$ cat src/rtl/bomr_pkg.sv
package bomr_pkg;

  typedef struct packed {
    logic loadCand;   // take the window code as the new candidate, restart record
    logic histShift;  // push one position result into the record
    logic histHit;    // value pushed on histShift
    logic accept;     // latch candidate as the reported code
  } bomrStrobe_t;

  typedef enum logic {
    ST_HUNT  = 1'b0,
    ST_TRACK = 1'b1
  } bomrState_t;

endpackage

$ cat src/rtl/bomr_datapath.sv
module bomr_datapath
  import bomr_pkg::*;
#(
  parameter int FLAG_BITS = 8,
  parameter int CODE_BITS = 6,
  parameter int HIST_LEN  = 10,
  parameter int VOTE_MIN  = 8
) (
  input  logic                 clk,
  input  logic                 rst_n,
  input  logic                 bitValid,
  input  logic                 bitIn,
  input  logic                 intMask,
  input  logic                 rdStrobe,
  input  bomrStrobe_t          strobe,
  output logic                 patValid,
  output logic                 patHit,
  output logic                 voteIfHit,
  output logic                 candNew,
  output logic                 histEmptyOnMiss,
  output logic [CODE_BITS-1:0] codeOut,
  output logic                 statusBit
);

  localparam int MSG_BITS = FLAG_BITS + CODE_BITS + 2;
  localparam int SEP_POS  = CODE_BITS + 1;
  localparam logic [CODE_BITS-1:0] IDLE_CODE = '1;

  logic [MSG_BITS-1:0]  shiftReg;
  logic [MSG_BITS-1:0]  winNext;
  logic [CODE_BITS-1:0] winCode;
  logic [CODE_BITS-1:0] cand;
  logic [HIST_LEN-1:0]  hist;
  logic [HIST_LEN-1:0]  histWithHit;
  logic                 flagOk;
  logic                 statusSet;

  // Window as it will look once the current bit is shifted in
  assign winNext = {shiftReg[MSG_BITS-2:0], bitIn};
  assign winCode = winNext[CODE_BITS:1];
  assign flagOk  = &winNext[MSG_BITS-1 -: FLAG_BITS];

  assign patValid = bitValid && flagOk && !winNext[SEP_POS] && !winNext[0]
                    && (winCode != IDLE_CODE);
  assign patHit   = patValid && (winCode == cand);

  assign histWithHit     = {hist[HIST_LEN-2:0], 1'b1};
  assign voteIfHit       = ($countones(histWithHit) >= VOTE_MIN);
  assign histEmptyOnMiss = (hist[HIST_LEN-2:0] == '0);
  assign candNew         = (cand != codeOut);
  assign statusSet       = strobe.accept && !intMask;

  always_ff @(posedge clk or negedge rst_n) begin
    if (!rst_n) begin
      shiftReg <= '0;
    end else if (bitValid) begin
      shiftReg <= winNext;
    end
  end

  always_ff @(posedge clk or negedge rst_n) begin
    if (!rst_n) begin
      cand <= IDLE_CODE;
      hist <= '0;
    end else if (strobe.loadCand) begin
      cand <= winCode;
      hist <= {{(HIST_LEN-1){1'b0}}, 1'b1};
    end else if (strobe.histShift) begin
      hist <= {hist[HIST_LEN-2:0], strobe.histHit};
    end
  end

  always_ff @(posedge clk or negedge rst_n) begin
    if (!rst_n) begin
      codeOut <= IDLE_CODE;
    end else if (strobe.accept) begin
      codeOut <= cand;
    end
  end

  always_ff @(posedge clk or negedge rst_n) begin
    if (!rst_n) begin
      statusBit <= 1'b0;
    end else if (statusSet) begin
      statusBit <= 1'b1;
    end else if (rdStrobe) begin
      statusBit <= 1'b0;
    end
  end

  AST_ACCEPT_HAS_VOTES: assert property (@(posedge clk) disable iff (!rst_n)
    strobe.accept |=> ($countones(hist) >= VOTE_MIN));
  AST_ACCEPT_DIFFERS: assert property (@(posedge clk) disable iff (!rst_n)
    strobe.accept |=> (codeOut != $past(codeOut)));
  AST_STATUS_SET: assert property (@(posedge clk) disable iff (!rst_n)
    (strobe.accept && !intMask) |=> statusBit);
  AST_READ_CLEAR: assert property (@(posedge clk) disable iff (!rst_n)
    (rdStrobe && !(strobe.accept && !intMask)) |=> !statusBit);
  AST_CODE_STABLE: assert property (@(posedge clk) disable iff (!rst_n)
    !strobe.accept |=> $stable(codeOut));

endmodule

$ cat src/rtl/bomr_control.sv
module bomr_control
  import bomr_pkg::*;
#(
  parameter int MSG_BITS = 16
) (
  input  logic        clk,
  input  logic        rst_n,
  input  logic        bitValid,
  input  logic        patValid,
  input  logic        patHit,
  input  logic        voteIfHit,
  input  logic        candNew,
  input  logic        histEmptyOnMiss,
  output bomrStrobe_t strobe,
  output logic        tracking
);

  localparam int CNT_W = $clog2(MSG_BITS);
  localparam logic [CNT_W-1:0] SLOT_LAST = CNT_W'(MSG_BITS - 1);

  bomrState_t       state;
  logic [CNT_W-1:0] slotCnt;
  logic             slotEnd;
  logic             dropLock;

  assign tracking = (state == ST_TRACK);
  assign slotEnd  = tracking && bitValid && (slotCnt == SLOT_LAST);
  assign dropLock = slotEnd && !patHit && !patValid && histEmptyOnMiss;

  always_comb begin
    strobe = '0;
    if (state == ST_HUNT) begin
      strobe.loadCand = bitValid && patValid;
    end else if (slotEnd) begin
      if (patHit) begin
        strobe.histShift = 1'b1;
        strobe.histHit   = 1'b1;
        strobe.accept    = voteIfHit && candNew;
      end else if (patValid) begin
        strobe.loadCand  = 1'b1;
      end else begin
        strobe.histShift = 1'b1;
      end
    end
  end

  always_ff @(posedge clk or negedge rst_n) begin
    if (!rst_n) begin
      state   <= ST_HUNT;
      slotCnt <= '0;
    end else if (state == ST_HUNT) begin
      if (strobe.loadCand) begin
        state   <= ST_TRACK;
        slotCnt <= '0;
      end
    end else if (bitValid) begin
      slotCnt <= (slotCnt == SLOT_LAST) ? '0 : slotCnt + 1'b1;
      if (dropLock) begin
        state <= ST_HUNT;
      end
    end
  end

  AST_HUNT_COUNT_IDLE: assert property (@(posedge clk) disable iff (!rst_n)
    (state == ST_HUNT) |=> (slotCnt == '0));
  AST_ACCEPT_ON_HIT: assert property (@(posedge clk) disable iff (!rst_n)
    strobe.accept |-> (patHit && slotEnd));

endmodule

$ cat src/rtl/bom_receiver.sv
module bom_receiver
  import bomr_pkg::*;
#(
  parameter int FLAG_BITS = 8,
  parameter int CODE_BITS = 6,
  parameter int HIST_LEN  = 10,
  parameter int VOTE_MIN  = 8
) (
  input  logic                 clk,
  input  logic                 rst_n,
  input  logic                 bitValid,
  input  logic                 bitIn,
  input  logic                 intMask,
  input  logic                 rdStrobe,
  output logic [CODE_BITS-1:0] msgCode,
  output logic                 intStatus,
  output logic                 intReq
);

  localparam int MSG_BITS = FLAG_BITS + CODE_BITS + 2;

  bomrStrobe_t strobe;
  logic patValid, patHit, voteIfHit, candNew, histEmptyOnMiss, tracking;

  bomr_control #(.MSG_BITS(MSG_BITS)) u_ctrl (
    .clk(clk), .rst_n(rst_n), .bitValid(bitValid),
    .patValid(patValid), .patHit(patHit), .voteIfHit(voteIfHit),
    .candNew(candNew), .histEmptyOnMiss(histEmptyOnMiss),
    .strobe(strobe), .tracking(tracking)
  );

  bomr_datapath #(
    .FLAG_BITS(FLAG_BITS), .CODE_BITS(CODE_BITS),
    .HIST_LEN(HIST_LEN), .VOTE_MIN(VOTE_MIN)
  ) u_dp (
    .clk(clk), .rst_n(rst_n), .bitValid(bitValid), .bitIn(bitIn),
    .intMask(intMask), .rdStrobe(rdStrobe), .strobe(strobe),
    .patValid(patValid), .patHit(patHit), .voteIfHit(voteIfHit),
    .candNew(candNew), .histEmptyOnMiss(histEmptyOnMiss),
    .codeOut(msgCode), .statusBit(intStatus)
  );

  assign intReq = intStatus && !intMask;

  AST_REQ_MASKED: assert property (@(posedge clk) disable iff (!rst_n)
    intMask |-> !intReq);
  AST_NO_ACCEPT_WHILE_HUNTING: assert property (@(posedge clk) disable iff (!rst_n)
    !tracking |-> !strobe.accept);

endmodule

$ cat config.mk
export PLATFORM = sky130hd
export DESIGN_NAME = bom_receiver
export DESIGN_NICKNAME = d
export VERILOG_FILES = /design/src/rtl/bomr_pkg.sv /design/src/rtl/bomr_datapath.sv /design/src/rtl/bomr_control.sv /design/src/rtl/bom_receiver.sv
export SDC_FILE = /design/constraint.sdc
export NUM_CORES = 1
export LEC_CHECK = 0
export ABC_AREA = 1
export CAP_MARGIN = 40
export CORE_MARGIN = 1
export CORE_UTILIZATION = 45
export DETAILED_ROUTE_END_ITERATION = 8
export GPL_TIMING_DRIVEN = 1
export PLACE_DENSITY = 0.74
export SETUP_SLACK_MARGIN = 0.15
export SLEW_MARGIN = 20
export SYNTH_ARGS = -nofsm -noshare
export SYNTH_HDL_FRONTEND = slang
export SYNTH_HIERARCHICAL = 1
export SYNTH_SLANG_ARGS = --single-unit
export TNS_END_PERCENT = 100
$ cat constraint.sdc
create_clock -name clk -period 3.91 [get_ports clk]
set_input_delay 0.391 -clock clk [delete_from_list [all_inputs] [get_ports clk]]
set_output_delay 0.391 -clock clk [all_outputs]
set_load 0.01 [all_outputs]
==> results.yml <==
final_layout:
  ff_latch_area_sq_um: 1070
  multi_input_area_sq_um: 883
  finalNetCount: 303
  final_common_cell: "nand2_1"
  syn_to_final_growth_pct: 14.4
  drive_gt1_share_pct: 12.4
  layoutNonFillerInstCount: 342
  fill_cells: 419
  layout.cells.most_common_list: "77 x nand2_1, 44 x inv_1, 30 x dfrtp_1"
  diodes: 0
global_routing:
  grt_pass1_wl_um: 6930
  globalRouteMet3Util_pct: 4.92
  grt_pass1_vias: 1524
  top_usage_layer: "met2"
  grt_overflow: 0
  grt_util_met2_pct: 26.6
  antenna_found_initial: 0
  use_met1_pct: 24.2
  grt_max_degree: 28
  groute.usage.overall_pct: 17.8
cts:
  hold_buffers: 0
  cts_sinks: 42
  clk_path_buf_depth: 2
  clk_pin_slew_ns: 0.08
  numCtsBuffers: 5
  htree_levels: 2
  ctsRootBufferMaster: "clkbuf_8"
  clkLatencyLatePin_ns: 0.30
  cts_resized: 0
  cts_tree: "yes"
  postCtsSetupBuffers: 0
placed_design:
  gp_congestion: 0.853
  dpl.hpwl_um: 2940
  portBuffers: 13
  dp_cells: 334
job:
  maxCapViolations: 0
sta:
  whs_ns: -0.00219
  tightest_slew_ns: 0.429
  max_clock_freq_ghz: 0.331
  slew_headroom_pct: 71.4
  post-route-period-util_pct: 77.4
  finalSetupTns_ns: 0
  finalSetupViolCount: 0
  period_needed_ns: 3.02
  hold_violations: 3
  rsz0062_at_grt: "false"
  clock_skew_ns: 0.00701
  drv_slew: 0
worst_setup_path:
  crit_type: "reg -> reg"
  cp.required_ns: 4.13
  crit_fanout: 9
  crit_chain: "fa_1, inv_1, fa_1, inv_1, fa_1, ha_1, nand3_1, nand2_1, nand3_1, nor2_2, inv_1, o22ai_1"
  critPathMaxStageDelay_ns: 0.54
  r2r.worst_path.cells: 12
  cp.arrival_ns: 3.25
  cp-end-kind: "flop"
  slowest_stage: "fa_1"
  cp-start-kind: "flop"
yosys:
  ys_seq_area_share_pct: 49.2
  syn_area_sq_um: 2170
  async_reset_ff_share_pct: 100
  synth_nets: 285
  synth_ff_type: "dfrtp_1"
  postSynthCellCount: 271
  ys_seq_elements: 42
  synth_edf_count: 0
  yosys_warnings: 6
  yosysUniqueCellTypes: 25
  avgSynthCellArea_sq_um: 8.00
outcome:
  status: "finished with violations"
  violations: "hold timing"
drt:
  vias: 1685
  wl_per_cell_um: 11.5
  firstDrtPassIters: 4
  routed_via_density: 4.93
  drc: 0
  postRouteWirelength_um: 3950
  drt_iter0_drc: 126
  postRouteAntennaNets: 0
floorplanning:
  die_x_um: 71.4
  io_pins: 14
  die_h_um: 71.4
  design.core.area_sq_um: 4500
  core.rowCount: 24
  dieArea_sq_um: 5100
  start_util_pct: 48.1
worst_hold_path:
  hold_path.class: "in -> async"
pwr:
  vdd_drop_max_mv: 0.187
  p_per_area_nw_per_um2: 349
  leakage_nw: 1.22
## kinds of logic after synthesis
kind of cell | count (synthesis) | synth area share, %
AO/OA/AOI/OAI | 46 | 10.7
XOR/XNOR | 2 | 0.808
adder cells (fa/ha/maj) | 8 | 6.00
buffers and inverters | 57 | 10.1
AND/OR/NAND/NOR | 116 | 23.3
flip-flops | 42 | 49.2
## area by class of cell
| cell class | count | area share, % |
|---|---|---|
| flip-flops and latches | 42 | 43.0 |
| multi-input cells | 172 | 35.6 |
| inverters | 52 | 7.87 |
| repair buffers | 16 | 6.45 |
| clock buffers | 8 | 4.49 |
| well taps | 52 | 2.62 |
## path summary, 6_finish.rpt
check	start	to	slack (ns)
setup / recovery	u_dp/hist[4]	u_dp/statusBit	0.89
hold / removal	rst_n	u_dp/shiftReg[9]	-0.002
setup reg to reg	u_dp/hist[4]	u_dp/statusBit	0.89
hold reg to reg	u_dp/shiftReg[13]	u_dp/shiftReg[14]	0.49
max in group asynchronous	rst_n	u_dp/codeOut[5]	3.37
min in group clk	u_dp/shiftReg[13]	u_dp/shiftReg[14]	0.49
## power breakdown
| group | internal, W | switching (W) | leakage, nW |
|---|---|---|---|
| Combinational | 0.0000220 | 0.0000381 | 0.682 |
| Sequential | 0.000458 | 0.0000191 | 0.485 |
| Clock | 0.000182 | 0.000146 | 0.0566 |
## Yosys cell counts (4+ instances only)
cell | instances | area [sq um]
dfstp_2 | 12 | 315
inv_1 | 44 | 165
nor2_1 | 9 | 33.8
inv_2 | 5 | 18.8
dfrtp_1 | 30 | 751
buf_2 | 4 | 20.0
nor2_2 | 4 | 25.0
a21oi_1 | 8 | 40.0
ha_1 | 4 | 50.1
nand2_1 | 77 | 289
o21ai_0 | 20 | 100
nand3_1 | 14 | 70.1
o21ai_1 | 17 | 85.1
fa_1 | 4 | 80.1
## state kept, by name (all words and copies together) (netlist names)
name,count
u_ctrl/tracking,1
u_dp/cand,6
u_dp/statusBit,1
u_ctrl/slotCnt,4
u_dp/hist,9
u_dp/codeOut,6
u_dp/shiftReg,15
## routing by layer
layer  vias up  wire length (um)
met4         0                93
met5         -                 0
met1       774              1980
li1        878                 -
met3         9               132
met2        24              1740
## critical path, delay by kind of cell, from the launching register on
family,cells,cell delay [ns]
adder cells (fa/ha/maj),4,1.60
AND/OR/NAND/NOR,4,0.51
flip-flops,1,0.41
buffers and inverters,3,0.28
AO/OA/AOI/OAI,1,0.16
## through the flow
step | setup WS [ns] | total power, W | utilization (%) | cell area [sq um]
floorplan | 1.10 | 0.000516 | - | 2170
global placement | 0.957 | 0.000540 | 52.0 | 2340
detailed placement | 0.887 | 0.000545 | 52.6 | 2370
CTS | 0.872 | 0.000877 | 55.1 | 2480
global route | 0.635 | 0.000914 | 55.1 | 2480
finish | 0.885 | 0.000866 | 55.1 | 2480
Power figures use the tool's default switching activity.
